===== src/rtl/twin_decoder_pkg.sv =====
package twin_decoder_pkg;
  typedef struct packed {
    logic secAEn;
    logic secBEn;
  } enStrobe_t;
endpackage


===== src/rtl/twin_decoder_ctl.sv =====
module twin_decoder_ctl
  import twin_decoder_pkg::*;
(
  input  logic      aEnHi,
  input  logic      aEnLoN,
  input  logic [1:0] bEnN,
  input  logic      mode8,
  input  logic      addr2,
  input  logic      joinEnN,
  output enStrobe_t strobe
);
  logic gateAHi, gateALoN, gateBN0, gateBN1;

  always_comb begin
    if (mode8) begin
      gateAHi  = addr2;
      gateBN0  = addr2;
      gateALoN = joinEnN;
      gateBN1  = joinEnN;
    end else begin
      gateAHi  = aEnHi;
      gateALoN = aEnLoN;
      gateBN0  = bEnN[0];
      gateBN1  = bEnN[1];
    end
    strobe.secAEn = gateAHi & ~gateALoN;
    strobe.secBEn = ~gateBN0 & ~gateBN1;
  end
endmodule


===== src/rtl/twin_decoder_dp.sv =====
module twin_decoder_dp
  import twin_decoder_pkg::*;
#(
  parameter int ADDR_W = 2,
  localparam int SEC_OUTS = 1 << ADDR_W,
  localparam int ALL_OUTS = 2 * SEC_OUTS
) (
  input  logic [ADDR_W-1:0]   addr,
  input  enStrobe_t           strobe,
  input  logic [ALL_OUTS-1:0] dotMask,
  output logic [ALL_OUTS-1:0] outN,
  output logic                dotOut
);
  logic [1:0] secEn;
  assign secEn = {strobe.secBEn, strobe.secAEn};

  for (genvar s = 0; s < 2; s++) begin : g_sec
    for (genvar k = 0; k < SEC_OUTS; k++) begin : g_line
      assign outN[s*SEC_OUTS + k] = ~(secEn[s] && (addr == ADDR_W'(k)));
    end
  end

  assign dotOut = &(outN | ~dotMask);
endmodule


===== src/rtl/twin_decoder.sv =====
module twin_decoder
  import twin_decoder_pkg::*;
#(
  parameter int ADDR_W = 2,
  localparam int ALL_OUTS = 2 * (1 << ADDR_W)
) (
  input  logic [ADDR_W-1:0]   addr,
  input  logic                aEnHi,
  input  logic                aEnLoN,
  input  logic [1:0]          bEnN,
  input  logic                mode8,
  input  logic                addr2,
  input  logic                joinEnN,
  input  logic [ALL_OUTS-1:0] dotMask,
  output logic [ALL_OUTS-1:0] outN,
  output logic                dotOut
);
  enStrobe_t strobe;

  twin_decoder_ctl u_ctl (
    .aEnHi(aEnHi), .aEnLoN(aEnLoN), .bEnN(bEnN), .mode8(mode8),
    .addr2(addr2), .joinEnN(joinEnN), .strobe(strobe)
  );

  twin_decoder_dp #(.ADDR_W(ADDR_W)) u_dp (
    .addr(addr), .strobe(strobe), .dotMask(dotMask),
    .outN(outN), .dotOut(dotOut)
  );
endmodule


===== config.mk =====
export PLATFORM = sky130hd
export DESIGN_NAME = twin_decoder
export DESIGN_NICKNAME = d
export VERILOG_FILES = /design/src/rtl/twin_decoder_pkg.sv /design/src/rtl/twin_decoder_ctl.sv /design/src/rtl/twin_decoder_dp.sv /design/src/rtl/twin_decoder.sv
export SDC_FILE = /design/constraint.sdc
export NUM_CORES = 1
export LEC_CHECK = 0
export ABC_CLOCK_PERIOD_IN_PS = 950
export BUFFER_PORTS_ARGS = -buffer_cell sky130_fd_sc_hd__buf_2
export CAP_MARGIN = 20
export CORE_AREA = 4 4 41 43
export DETAILED_ROUTE_END_ITERATION = 10
export DIE_AREA = 0 0 45 47
export PLACE_DENSITY = 0.53
export SYNTH_ARGS = -nofsm -noshare
export SYNTH_HDL_FRONTEND = slang
export SYNTH_SLANG_ARGS = --single-unit

===== constraint.sdc =====
create_clock -name vclk -period 0.95
set_input_delay 0.0475 -clock vclk [all_inputs]
set_output_delay 0.0475 -clock vclk [all_outputs]
set_load 0.02 [all_outputs]

==> flow_summary.toml <==
[run_status]
status = "finished, violations left"
violations = "setup timing"

[setup_path]
startpoint = "addr[0]"
cp_max_fo = 3
worstPathCellList = "buf_8, mux4_2, a22oi_2, buf_6"
worstPathRequired_ps = 900
worstPathArrival_ps = 940
end_kind = "output port"
crit_slowest_cell = "mux4_2"
critPathLaunchType = "input pin"
path_class = "in -> out"
endpoint = "dotOut"
critPathMaxStageDelay_ps = 500

[logic_synthesis]
synth_warnings = 0
synth_fp_nets = 37
synth_cells = 20
synth_cell_types = 13
netlist_area_sq_um = 161
synth_area_per_cell_sq_um = 8.07
ys_seq_area_share_pct = 0

[detailed_routing]
drt_iter0_drc = 0
vias = 251
antenna_left = 0
postRouteWirelength_um = 609
first_pass_iters = 1
drc = 0
via_per_inst = 3.92
post_drt_wl_per_cell_um = 9.52

[final_layout]
num-clock-buffers = 0
multiInputGateArea_sq_um = 150
antenna_cells = 0
seq_cell_count = 0
seqCellArea_sq_um = 0
design_area_sq_um = 349
drive_gt1_share_pct = 71.4
fin_nets = 68
fillers = 149
final_util_pct = 26.8
mostFrequentLayoutCell = "buf_2"
synthToLayoutAreaGrowth_pct = 116
final_cell_mix = "24 x buf_2, 7 x nand2_1, 4 x buf_4"
layout.cells.non_filler = 64

[sta]
fin_crit_sh_pct = 104
max_freq_mhz = 1010
drv_slew = 0
fin_crit_ps = 988
rsz0062_at_grt = "true"
maxSlewHeadroom_pct = 86.5
setup_violations = 1
hold_viol = 0
worst_pin_slew_ps = 202
setup_ws_ps = -37.9

[floorplan]
start_util_pct = 12.4
fp.dieW_um = 45
die_area_sq_um = 2120
coreArea_sq_um = 1300
io-pin-count = 26
dieHeight_um = 47
rows = 13

[global_route]
grt_pass1_vias = 253
track_usage_pct = 5.69
grt_max_degree = 6
grt_antenna_before_repair = 0
grt_pass1_wl_um = 959
overflow = 0

[place]
pre_cts_ws_ps = -112
port_buffers = 26
post-dp-hpwl_um = 563
dp_cells = 64
place_area_sq_um = 325
globalplace.congestion = 0.622

[clock_tree]
post_cts_buffers = 0
postCtsHoldBufs = 0

[hold_path]
hold_path.class = "in -> out"

[pwr]
leakage_uw = 0.000161
finalPower_uw = 156
powerDensity_nw_per_um2 = 446
max-vdd-ir-drop_mv = 0.112

[job]
maxCapViolations = 0
-- metal layers --
metal	vias up	share of wire, %	global-route usage [%]
met3	0	12	0.383
met5	-	0	0
met1	104	40	7.73
li1	132	-	-
met2	15	48	10.5
met4	0	0	0
-- report_power, final --
part / internal [uW] / total [uW] / switching [uW] / leakage [uW]
Sequential: 0 / 0 / 0 / 0
Combinational: 86.5 / 156 / 69.0 / 0.000161
Clock: 0 / 0 / 0 / 0
Total: 86.5 / 156 / 69.0 / 0.000161
-- stage by stage --
step	TNS, ps	hold WS (ps)
3_3_place_gp	-108	546
3_5_place_dp	-112	548
6_report	-37.9	495
5_1_grt	-55.1	528
2_1_floorplan	-17.5	267
4_1_cts	-67.5	499
-- worst max-delay path, delay by kind of cell --
| family | cells | cell delay [ps] |
|---|---|---|
| multiplexers | 1 | 500 |
| buffers and inverters | 2 | 220 |
| AO/OA/AOI/OAI | 1 | 180 |
-- Yosys cell counts --
library cell	number	area share, %
nand3_1	2	6.2
a22oi_2	1	7.8
mux4_2	1	14
mux4_1	1	16
nor2_1	1	2.3
inv_1	1	2.3
nand2b_1	1	3.9
nand2_1	7	16
and2b_1	1	4.7
o32ai_2	1	10
o32ai_1	1	5.4
nor2b_1	1	3.9
buf_6	1	7.0
-- logic make-up (layout without fill, tap and decap cells) --
logic type | Yosys count | after routing | synth area share (%)
AND/OR/NAND/NOR | 13 | 13 | 37.2
AO/OA/AOI/OAI | 3 | 3 | 23.3
multiplexers | 2 | 2 | 30.2
buffers and inverters | 2 | 31 | 9.30
-- final cells by class --
| class | instances | area share, % |
|---|---|---|
| Timing Repair Buffer | 30 | 50.5 |
| Multi-Input combinational cell | 18 | 43.0 |
| Tap cell | 15 | 5.38 |
| Inverter | 1 | 1.08 |
-- worst min-delay path by stage --
stage / startpoint / to / slack [ps] / cells after the start
after detailed placement: addr[1] / outN[7] / 550 / 4
after global placement: addr[1] / outN[3] / 550 / 4
after CTS: addr[0] / outN[7] / 500 / 4
final: addr[0] / outN[7] / 490 / 4
after global routing: addr[0] / outN[3] / 530 / 4
after floorplan: addr[1] / outN[3] / 270 / 1
-- what timing repair did --
action                     in CTS  in global routing
resized for setup               4                  2
pin swaps                       1                  2
setup endpoints to repair       1                  5
gates cloned                    0                  0
(Power assumes the default switching activity.)
